==> config.mk <==
export PLATFORM = sky130hd
export DESIGN_NAME = useq_top
export DESIGN_NICKNAME = d
export VERILOG_FILES = /design/src/rtl/useq_pkg.sv /design/src/rtl/useq_cond.sv /design/src/rtl/useq_next.sv /design/src/rtl/useq_retreg.sv /design/src/rtl/useq_top.sv
export SDC_FILE = /design/constraint.sdc
export NUM_CORES = 1
export LEC_CHECK = 0
export BUFFER_PORTS_ARGS = -buffer_cell sky130_fd_sc_hd__buf_2
export CORE_MARGIN = 2
export CORE_UTILIZATION = 50
export CTS_CLUSTER_DIAMETER = 200
export DETAILED_ROUTE_END_ITERATION = 12
export PLACE_DENSITY = 0.74
export SETUP_SLACK_MARGIN = 0.5
export SYNTH_ARGS = -nofsm -noshare
export SYNTH_HDL_FRONTEND = slang
export SYNTH_HIERARCHICAL = 1
export SYNTH_SLANG_ARGS = --single-unit
==> constraint.sdc <==
create_clock -name clk -period 1.9 [get_ports clk]
set_input_delay 0 -clock clk [delete_from_list [all_inputs] [get_ports clk]]
set_output_delay 0 -clock clk [all_outputs]
set_load 0.01 [all_outputs]
==> src/rtl/useq_pkg.sv <==
package useq_pkg;

    typedef enum logic [1:0] {
        BT_JUMP = 2'b00,
        BT_CALL = 2'b01,
        BT_RET  = 2'b10,
        BT_MAP  = 2'b11
    } btype_e;

    typedef enum logic {
        ST_FETCH = 1'b0,
        ST_EXEC  = 1'b1
    } phase_e;

endpackage

==> src/rtl/useq_cond.sv <==
module useq_cond #(
    parameter int NSTAT = 3,
    parameter int SELW  = 2
) (
    input  logic [NSTAT-1:0] status,
    input  logic [SELW-1:0]  sel,
    output logic             cond_ok
);
    localparam int NC = 1 << SELW;

    logic [NC-1:0] cand;

    // Entry 0 is the always-true condition
    assign cand[0] = 1'b1;

    for (genvar i = 1; i < NC; i++) begin : g_cand
        if (i <= NSTAT) begin : g_live
            assign cand[i] = status[i-1];
        end else begin : g_pad
            assign cand[i] = 1'b0;
        end
    end

    assign cond_ok = cand[sel];

endmodule

==> src/rtl/useq_next.sv <==
module useq_next
    import useq_pkg::*;
#(
    parameter int AW        = 7,
    parameter int OPW       = 4,
    parameter int SLOT_BITS = 2
) (
    input  logic [AW-1:0]  car,
    input  logic [AW-1:0]  ret_addr,
    input  logic [AW-1:0]  target,
    input  btype_e         btype,
    input  logic           cond_ok,
    input  logic [OPW-1:0] opcode,
    output logic [AW-1:0]  nxt,
    output logic           push
);
    localparam int PADW = AW - OPW - SLOT_BITS;

    logic [AW-1:0] inc_addr;
    logic [AW-1:0] map_addr;

    assign inc_addr = car + AW'(1);   // wraps at the top
    assign map_addr = {{PADW{1'b0}}, opcode, {SLOT_BITS{1'b0}}};

    always_comb begin
        push = 1'b0;
        unique case (btype)
            BT_JUMP: nxt = cond_ok ? target : inc_addr;
            BT_CALL: begin
                nxt  = cond_ok ? target : inc_addr;
                push = cond_ok;
            end
            BT_RET:  nxt = ret_addr;
            BT_MAP:  nxt = map_addr;
            default: nxt = inc_addr;
        endcase
    end

endmodule

==> src/rtl/useq_retreg.sv <==
module useq_retreg #(
    parameter int AW = 7
) (
    input  logic          clk,
    input  logic          rst_n,
    input  logic          push,
    input  logic [AW-1:0] din,
    output logic [AW-1:0] dout
);
    always_ff @(posedge clk) begin
        if (!rst_n)
            dout <= '0;
        else if (push)
            dout <= din;
    end

endmodule

==> src/rtl/useq_top.sv <==
module useq_top
    import useq_pkg::*;
#(
    parameter int AW    = 7,
    parameter int CW    = 8,
    parameter int SELW  = 2,
    parameter int NSTAT = 3,
    parameter int OPW   = 4
) (
    input  logic                       clk,
    input  logic                       rst_n,
    input  logic [CW+SELW+2+AW-1:0]    mem_word,
    input  logic [NSTAT-1:0]           status,
    input  logic [OPW-1:0]             opcode,
    output logic [AW-1:0]              car,
    output logic [CW-1:0]              ctrl,
    output logic                       ctrl_valid
);
    localparam int UW      = CW + SELW + 2 + AW;
    localparam int ADDR_LO = 0;
    localparam int BT_LO   = AW;
    localparam int SEL_LO  = AW + 2;
    localparam int CTRL_LO = AW + 2 + SELW;

    phase_e        phase;
    logic [UW-1:0] cr;
    logic [AW-1:0] nxt;
    logic [AW-1:0] ret_addr;
    logic          push;
    logic          cond_ok;
    btype_e        btype;
    logic          in_exec;

    assign btype   = btype_e'(cr[BT_LO +: 2]);
    assign in_exec = (phase == ST_EXEC);

    useq_cond #(.NSTAT(NSTAT), .SELW(SELW)) u_cond (
        .status  (status),
        .sel     (cr[SEL_LO +: SELW]),
        .cond_ok (cond_ok)
    );

    useq_next #(.AW(AW), .OPW(OPW), .SLOT_BITS(2)) u_next (
        .car      (car),
        .ret_addr (ret_addr),
        .target   (cr[ADDR_LO +: AW]),
        .btype    (btype),
        .cond_ok  (cond_ok),
        .opcode   (opcode),
        .nxt      (nxt),
        .push     (push)
    );

    useq_retreg #(.AW(AW)) u_ret (
        .clk   (clk),
        .rst_n (rst_n),
        .push  (push && in_exec),
        .din   (car + AW'(1)),
        .dout  (ret_addr)
    );

    // Phase register
    always_ff @(posedge clk) begin
        if (!rst_n) begin
            phase <= ST_FETCH;
        end else begin
            unique case (phase)
                ST_FETCH: phase <= ST_EXEC;
                ST_EXEC:  phase <= ST_FETCH;
            endcase
        end
    end

    // Address and control registers
    always_ff @(posedge clk) begin
        if (!rst_n) begin
            car <= '0;
            cr  <= '0;
        end else begin
            unique case (phase)
                ST_FETCH: cr  <= mem_word;
                ST_EXEC:  car <= nxt;
            endcase
        end
    end

    // Outputs
    always_comb begin
        ctrl_valid = 1'b0;
        ctrl       = '0;
        unique case (phase)
            ST_FETCH: ;
            ST_EXEC: begin
                ctrl_valid = 1'b1;
                ctrl       = cr[CTRL_LO +: CW];
            end
        endcase
    end

    // first cycle out of reset starts fetching at address zero
    a_r1_reset_start: assert property (@(posedge clk) disable iff (!rst_n)
        $rose(rst_n) |-> (car == '0 && !ctrl_valid));

    // phases alternate
    a_r2_fetch_to_exec: assert property (@(posedge clk) disable iff (!rst_n)
        !ctrl_valid |=> ctrl_valid);
    a_r2_exec_to_fetch: assert property (@(posedge clk) disable iff (!rst_n)
        ctrl_valid |=> !ctrl_valid);

    // address stays put across the fetch capture
    a_r2_car_hold: assert property (@(posedge clk) disable iff (!rst_n)
        !ctrl_valid |=> $stable(car));

    // a taken jump lands on the target field
    a_r5_jump_taken: assert property (@(posedge clk) disable iff (!rst_n)
        (in_exec && btype == BT_JUMP && cond_ok) |=> car == $past(cr[ADDR_LO +: AW]));

    // a taken call stores the address after the caller
    a_r6_call_save: assert property (@(posedge clk) disable iff (!rst_n)
        (in_exec && btype == BT_CALL && cond_ok) |=> ret_addr == $past(car) + AW'(1));

    // a return resumes at the saved address
    a_r7_return: assert property (@(posedge clk) disable iff (!rst_n)
        (in_exec && btype == BT_RET) |=> car == $past(ret_addr));

    // dispatch lands on a four-slot routine boundary in the lower half
    a_r8_map_align: assert property (@(posedge clk) disable iff (!rst_n)
        (in_exec && btype == BT_MAP) |=> (car[1:0] == 2'b00 && car[AW-1] == 1'b0));

endmodule

==> results.md, run 1 <==
* Setup repair after global routing missed its margin: true
* Number of ports placed on the die boundary at 44
* Worst setup slack after layout at 0.420 ns
* Average cell area after synthesis at 10.1 um^2
* Pin slew with the least headroom to its limit at 0.490 ns
* GR Util All Layers at 20.0%
* Die footprint at 3990 um^2
* Quantity of I/O buffers inserted on ports at 43
* Total vias in the final route at 1405
* Total CTS buffers at 5
* Status: finished, final reports clean
* Total Power Consumption at 1.48 mW
* Worst hold start: rst_n
* Effective utilization at floorplan at 52.4%
* Min Clock Period, post-route at 1.48 ns
* Number of enable-type register cells in the synthesized netlist at 0
* Antenna cells at 0
* Chain of cells forming the critical path: nor3b_2 -> a21oi_2 -> nand2_1 -> nor2_1 -> and2_4 -> mux2i_1 -> nor2b_1
* Accumulated negative setup slack at 0 ns
* Clock tree from TritonCTS: built
* Number of cells traversed by the worst register-to-register path at 7
* Final Hold Fails at 0
* Number of global-route vias before repair at 1411
* Post-DR vias/cell at 4.91
* Synth area leaders: sky130_fd_sc_hd__dfxtp_1 39%, sky130_fd_sc_hd__mux2i_1 17%, sky130_fd_sc_hd__nor2b_1 13%
* Remaining Overflow, GRT at 0
* Average wire length per cell after detail routing at 12.8 um
* Routability congestion estimate from global placement at 0.799
* Critical Path End Type: flip-flop
* Area Overhead vs Synth at 31.8%
* Multi-input combinational cell area at 1020 um^2
* Clk sinks at 34
* Final setup violation count at 0
* Core area at 3340 um^2
* Initial antenna violation count at 0
* Cell type with the highest aggregate area in the netlist: sky130_fd_sc_hd__dfxtp_1
* Cell with the largest stage delay on the worst path: sky130_fd_sc_hd__dfxtp_2
* Start-to-end type of the worst setup path: reg -> reg
* Number of buffers on the longest clock path at 2
* Total number of yosys warnings at 6
* Post-Synthesis Net Count at 204
* Crit path largest cell delay at 0.34 ns
* Skew-Pair Late Insertion Delay at 0.34 ns
* Maximum net fanout on the critical path at 7
* Final design area excluding fillers at 2300 um^2
* Die W at 63.1 um
* Static Leakage at 0.982 nW
* Final-report max-slew violation count at 0
* Critical path data arrival time at 1.71 ns
* Antenna viol nets, final at 0
* Final layout net count at 269
* Final clock period utilization by the worst path at 77.9%
* Sum of net half-perimeters after detailed placement at 2500 um
* Max Clk Rate at 0.676 GHz
* Worst reg-to-reg setup slack at 0.42 ns
* Commonest cells in the netlist: 35 x sky130_fd_sc_hd__nor2b_1, 34 x sky130_fd_sc_hd__dfxtp_1, 29 x sky130_fd_sc_hd__mux2i_1
* Fraction of synthesis flops using an asynchronous set or reset pin at 0%
* Worst setup path startpoint: cr[10]
* Most frequent cell after synthesis: sky130_fd_sc_hd__nor2b_1
* Required time of the critical path at 2.13 ns
* Top-area cell type share of the netlist area at 38.9%
* Max Cap Violations at 0
* Power per cell area at 642 nW/um^2
* Register clock-pin slew on the reported worst setup and hold paths at 0.10 ns
* Distinct cell type count of the synthesized netlist at 28
* Cell chosen for the clock root: sky130_fd_sc_hd__clkbuf_4
* Pin count of the biggest net entering global routing at 35
* Pre-CTS WS at 0.229 ns
* Worst clock skew on the final layout at 0.0115 ns
* Area taken by flip-flops and latches at 692 um^2
* Number of placement rows at 21
* Count of unresolved DRC violations after routing at 0
* First-pass GRT wire length at 6230 um
* Filler cells at 264
* Reg2Reg Capture Point: u_ret/dout[3]
* DR iter-0 viols at 43
* Path category of the worst min-delay check: in -> reg
* Critical path startpoint category: flip-flop
* Post-synthesis register bit count at 34
* Chip height at 63.1 um
* Synth Flop Type: sky130_fd_sc_hd__dfxtp_1
* Total standard cell area after synthesis at 1750 um^2
* VDD IR max at 0.532 mV
* Final WL at 3660 um
* Gate count of the mapped netlist at 174
* CTS H-tree depth at 2
* Layout cell share with drive strength beyond 1 at 34.6%
* Relative max-transition margin at 67.3%
* Instance area at placement at 1970 um^2
* Capture point of the worst path: u_ret/dout[3]
* Beginning of the worst register-to-register path: cr[10]
* Fraction of the yosys area taken by sequential cells at 38.9%
* DR pass1 iterations at 4
-- power by group --
| part | leakage, nW | internal [mW] | switching, mW | total (mW) |
|---|---|---|---|---|
| logic | 0.665 | 0.164 | 0.115 | 0.279 |
| clock network | 0.0353 | 0.179 | 0.237 | 0.417 |
| registers | 0.282 | 0.749 | 0.0357 | 0.785 |
| total | 0.982 | 1.09 | 0.388 | 1.48 |
-- registers in the layout, indices dropped and copies added, names as in the netlist --
name        count
car             7
cr             19
in_exec         1
u_ret/dout      7
-- repair_timing --
action,CTS,global route
cloned,0,0
hold buffers,19,0
pin swaps,1,3
setup endpoints to repair,20,20
gates resized for setup,11,10
buffers inserted,1,1
endpoints found under the hold margin,19,0
-- cells in the final DEF (no fill, tap or decap), drive strengths merged, types with 4 or more instances in the layout --
cell	instances
nor2b	35
xor2	4
nand3	8
o21ai	5
dfxtp	34
nor2	4
xnor2	6
clkbuf	7
mux2i	29
dlygate4sd3	19
and2	9
buf	49
o21a	8
-- worst max-delay path, delay by kind of cell (launching register included) --
family | cells | cell delay [ns]
compound gates | 1 | 0.20
flops | 1 | 0.34
simple gates | 5 | 0.63
mux | 1 | 0.22
-- final cells by class --
| class | count | share of cell area (%) |
|---|---|---|
| multi-input cells | 128 | 44.1 |
| flip-flops and latches | 34 | 30.0 |
| repair buffers | 68 | 20.4 |
| well taps | 46 | 2.50 |
| clock buffers | 7 | 2.39 |
| inverters | 2 | 0.326 |
| clock inverters | 1 | 0.217 |
-- cells by family (layout without fill, tap and decap cells) --
| logic type | count (synthesis) | after routing | synth area share, % |
|---|---|---|---|
| multiplexers | 31 | 31 | 18.3 |
| buffers and inverters | 12 | 78 | 5.51 |
| AND/OR/NAND/NOR | 64 | 64 | 22.9 |
| XOR/XNOR | 10 | 10 | 5.01 |
| adder cells (fa/ha/maj) | 2 | 2 | 1.43 |
| AO/OA/AOI/OAI | 21 | 21 | 7.94 |
| flip-flops | 34 | 34 | 38.9 |
-- how the worst min path moves through the flow --
| stage | to | slack (ns) | depth (start not counted) |
|---|---|---|---|
| after global placement | cr[7] | 0.25 | 3 |
| after floorplan | car[0] | 0.13 | 1 |
| after detailed placement | cr[6] | 0.26 | 3 |
| final | cr[11] | 0.14 | 2 |
| after global routing | cr[18] | 0.15 | 2 |
| after CTS | cr[11] | 0.14 | 2 |
-- through the flow --
step,cells,utilization [%],hold WS (ns)
floorplan,174,-,0.128
global placement,257,59.0,0.254
detailed placement,257,59.0,0.262
CTS,285,67.7,0.138
global route,286,69.1,0.154
finish,286,69.1,0.137
-- metal layers --
layer  GRT usage (%)  up-vias  part of all wire (%)
li1                -      714                     -
met1            21.9      651                    42
met2            35.9       31                    51
met3            6.79        9                   4.3
met4            6.94        0                   2.1
met5               0        -                     0
(Power assumes the default switching activity.)
==> run 2, diff against run 1 <==
- ABC_AREA: not set -> 1
- clock period: 1.9 -> 1.5 ns (I/O delays scaled with it)
==> run 2 against run 1 <==
Routed wire length grew 40%. Register-to-register slack got worse by 0.28 ns. Utilization grew 9.7 points. Global-route usage up 4.6 points. Largest cell class unchanged. Largest power group unchanged. Highest routed layer unchanged.
==> results.md, run 2 <==
* Power per cell area at 853 nW/um^2
* Crit path largest cell delay at 0.37 ns
* Gate count of the mapped netlist at 264
* Detailed-routed wire length on met3 at 297 um
* Static Leakage at 1.33 nW
* Average wire length per cell after detail routing at 13.1 um
* Routability congestion estimate from global placement at 0.861
* Compound-Gate Fraction of Synth Area at 12.7%
* Minimum hold slack at 0.129 ns
* DR iter-0 viols at 96
* DR pass1 iterations at 4
* Chip height at 62.4 um
* Total Power Consumption at 2.22 mW
* Die footprint at 3900 um^2
* Quantity of I/O buffers inserted on ports at 43
* Sum of net half-perimeters after detailed placement at 2750 um
* Largest regs: cr (19), car (7), u_ret/dout (7)
* Cell with the largest stage delay on the worst path: sky130_fd_sc_hd__dfxtp_2
* Synth Flop Type: sky130_fd_sc_hd__dfxtp_1
* Delay-heaviest family, CP: simple AND/OR/NAND/NOR gates
* Number of global-route vias before repair at 1809
* Top sig layer: met4
* Layout cell share with drive strength beyond 1 at 34.3%
* Area Overhead vs Synth at 52.6%
* Final WL at 5100 um
* Relative max-transition margin at 65.9%
* Post-synthesis register bit count at 34
* Commonest cells in the netlist: 67 x sky130_fd_sc_hd__nand2_1, 52 x sky130_fd_sc_hd__nor2_1, 34 x sky130_fd_sc_hd__dfxtp_1
* Maximum net fanout on the critical path at 7
* Worst reg-to-reg setup slack at 0.14 ns
* Instance area at placement at 1980 um^2
* Min Clock Period, post-route at 1.36 ns
* Fraction of the yosys area taken by sequential cells at 39.9%
* Die W at 62.4 um
* Final clock period utilization by the worst path at 90.6%
* Accumulated negative setup slack at 0 ns
* Cell type with the highest occurrence count on the critical path: sky130_fd_sc_hd__nand2_2
* Worst clock skew on the final layout at 0.0198 ns
* Multi-input combinational cell area at 965 um^2
* Cell chosen for the clock root: sky130_fd_sc_hd__clkbuf_4
* Main combinational cell family by area after synthesis: simple AND/OR/NAND/NOR gates
* Simple-Gate Fraction of Synth Area at 32.1%
* First-pass GRT wire length at 7710 um
* Post-synthesis mux area share at 0%
* Distinct cell type count of the synthesized netlist at 21
* Fraction of synthesis flops using an asynchronous set or reset pin at 0%
* VDD IR max at 0.633 mV
* Final-report max-slew violation count at 0
* Effective utilization at floorplan at 51.6%
* Average cell area after synthesis at 6.47 um^2
* Antenna cells at 0
* Final Hold Fails at 0
* Most used cells in the layout excluding fill and tap cells: 55 x sky130_fd_sc_hd__nand2_1, 47 x sky130_fd_sc_hd__nor2_1, 31 x sky130_fd_sc_hd__buf_2, 25 x sky130_fd_sc_hd__dfxtp_1, 23 x sky130_fd_sc_hd__inv_1
* Initial antenna violation count at 0
* Combinational fraction of design power at 23.3%
* Path category of the worst min-delay check: in -> reg
* Number of cells traversed by the worst register-to-register path at 9
* Critical path startpoint category: flip-flop
* Synth area leaders: sky130_fd_sc_hd__dfxtp_1 40%, sky130_fd_sc_hd__nand2_1 15%, sky130_fd_sc_hd__nor2_1 11%
* Pin slew with the least headroom to its limit at 0.512 ns
* Routed metal-1 wirelength at 2020 um
* Remaining Overflow, GRT at 0
* Proportion of power drawn by the clock network at 29.7%
* Post-synthesis adder-cell area fraction at 1.47%
* Start-to-end type of the worst setup path: reg -> reg
* Final setup violation count at 0
* Cell type with the highest aggregate area in the netlist: sky130_fd_sc_hd__dfxtp_1
* Number of buffers and inverters on the critical path at 2
* Met2 wire len at 2590 um
* Number of enable-type register cells in the synthesized netlist at 0
* Internal Pwr Total at 1.55 mW
* Clock tree from TritonCTS: built
* Core area at 3310 um^2
* Final design area excluding fillers at 2610 um^2
* Required time of the critical path at 1.75 ns
* Largest reg by FF count: cr
* Total standard cell area after synthesis at 1710 um^2
* Post-DR vias/cell at 5.09
* Switching pwr at 673 uW
* Number of flip-flops in the largest register at 19
* Number of buffers on the longest clock path at 2
* Skew-Pair Late Insertion Delay at 0.36 ns
* Clk sinks at 34
* Share of total power consumed by net switching at 30.3%
* Max Clk Rate at 0.736 GHz
* Number of ports placed on the die boundary at 44
* Most frequent cell after synthesis: sky130_fd_sc_hd__nand2_1
* Max Cap Violations at 0
* Pin count of the biggest net entering global routing at 31
* XOR/XNOR Fraction of Synth Area at 2.56%
* Count of unresolved DRC violations after routing at 0
* Top-area cell type share of the netlist area at 39.9%
* Final layout net count at 373
* Share of the core filled with cells in the final layout at 78.7%
* Setup repair after global routing missed its margin: true
* GR Util All Layers at 24.6%
* Total CTS buffers at 5
* Critical path data arrival time at 1.61 ns
* Filler cells at 237
* Number of placement rows at 21
* Chain of cells forming the critical path: inv_2 -> o21bai_4 -> nand2_2 -> nand2_2 -> nor2_2 -> nand2_2 -> clkinvlp_4 -> nor2_1 -> nor2_1
* Post-Synthesis Net Count at 294
* Commonest non-fill, non-tap cell in the layout: sky130_fd_sc_hd__nand2_1
* Register clock-pin slew on the reported worst setup and hold paths at 0.10 ns
* Total vias in the final route at 1985
* Hold Path Stages at 3
* Total number of yosys warnings at 6
* Critical Path End Type: flip-flop
* Area taken by flip-flops and latches at 704 um^2
* Register share of total power at 47.1%
* Status: finished, final reports clean
* Antenna viol nets, final at 0
* CTS H-tree depth at 2
* Total stage count of the critical path at 9
==> run 2: cell count changes after synthesis, sizes merged, moves of 3 or more <==
cell    delta
o21a       -8
inv       +34
nand2     +64
o21ai     +16
a21oi     +11
nand3     +10
o21bai     +4
nor2      +49
a22oi      -3
nor2b     -35
mux2i     -29
xnor2      -3
and2       -9
==> run 2: path summary, 6_finish.rpt <==
| check | end | from |
|---|---|---|
| min reg2reg | u_ret/dout[4] | u_ret/dout[4] |
| max | u_ret/dout[6] | cr[9] |
| min | u_ret/dout[5] | rst_n |
| max reg2reg | u_ret/dout[6] | cr[9] |
==> run 2: final cells by class <==
cell class,count,share of cell area [%]
clock buffer,8,3.07
inverter,36,5.57
multi-input combinational,185,37.0
sequential,34,27.0
tap,46,2.21
timing repair buffer,80,24.8
timing repair inverter,1,0.288
==> run 2: cell families after synthesis <==
group                    Yosys count
flip-flops                        34
buffers and inverters             45
AO/OA/AOI/OAI                     40
XOR/XNOR                           5
AND/OR/NAND/NOR                  138
adder cells (fa/ha/maj)            2
==> run 2: what timing repair did <==
item / 4_1_cts / 5_1_grt
hold buffers: 19 / 0
endpoints found under the hold margin: 19 / 0
gates resized for setup: 30 / 44
cloned: 1 / 0
pin swaps: 24 / 3
buffers inserted: 10 / 4
setup endpoints to repair: 45 / 31
==> run 2: worst reg2reg max path: stages, from the launching register on <==
cell	delay, ns
sky130_fd_sc_hd__dfxtp_2	0.37
sky130_fd_sc_hd__inv_2	0.06
sky130_fd_sc_hd__o21bai_4	0.11
sky130_fd_sc_hd__nand2_2	0.10
sky130_fd_sc_hd__nand2_2	0.10
sky130_fd_sc_hd__nor2_2	0.04
sky130_fd_sc_hd__nand2_2	0.12
sky130_fd_sc_hd__clkinvlp_4	0.19
sky130_fd_sc_hd__nor2_1	0.14
sky130_fd_sc_hd__nor2_1	0.05
==> run 2: routing by layer <==
| metal | up-vias | global-route usage (%) |
|---|---|---|
| met1 | 924 | 28.3 |
| met5 | - | 0 |
| li1 | 976 | - |
| met4 | 0 | 12.2 |
| met3 | 20 | 4.86 |
| met2 | 65 | 43.5 |
==> run 2: per-stage QoR <==
| step | std cells | worst slack (ns) |
|---|---|---|
| finish | 390 | 0.140 |
| global route | 390 | 0.0756 |
| CTS | 386 | 0.212 |
| detailed placement | 348 | 0.155 |
| global placement | 348 | 0.212 |
| floorplan | 264 | 0.280 |
==> run 2: power groups by stage <==
stage	clock network, mW	logic, mW	registers (mW)
after floorplan	0	0.236	1.04
after global placement	0	0.341	1.05
after detailed placement	0	0.346	1.06
after CTS	0.648	0.442	1.04
after global routing	0.699	0.568	1.06
final	0.660	0.517	1.05
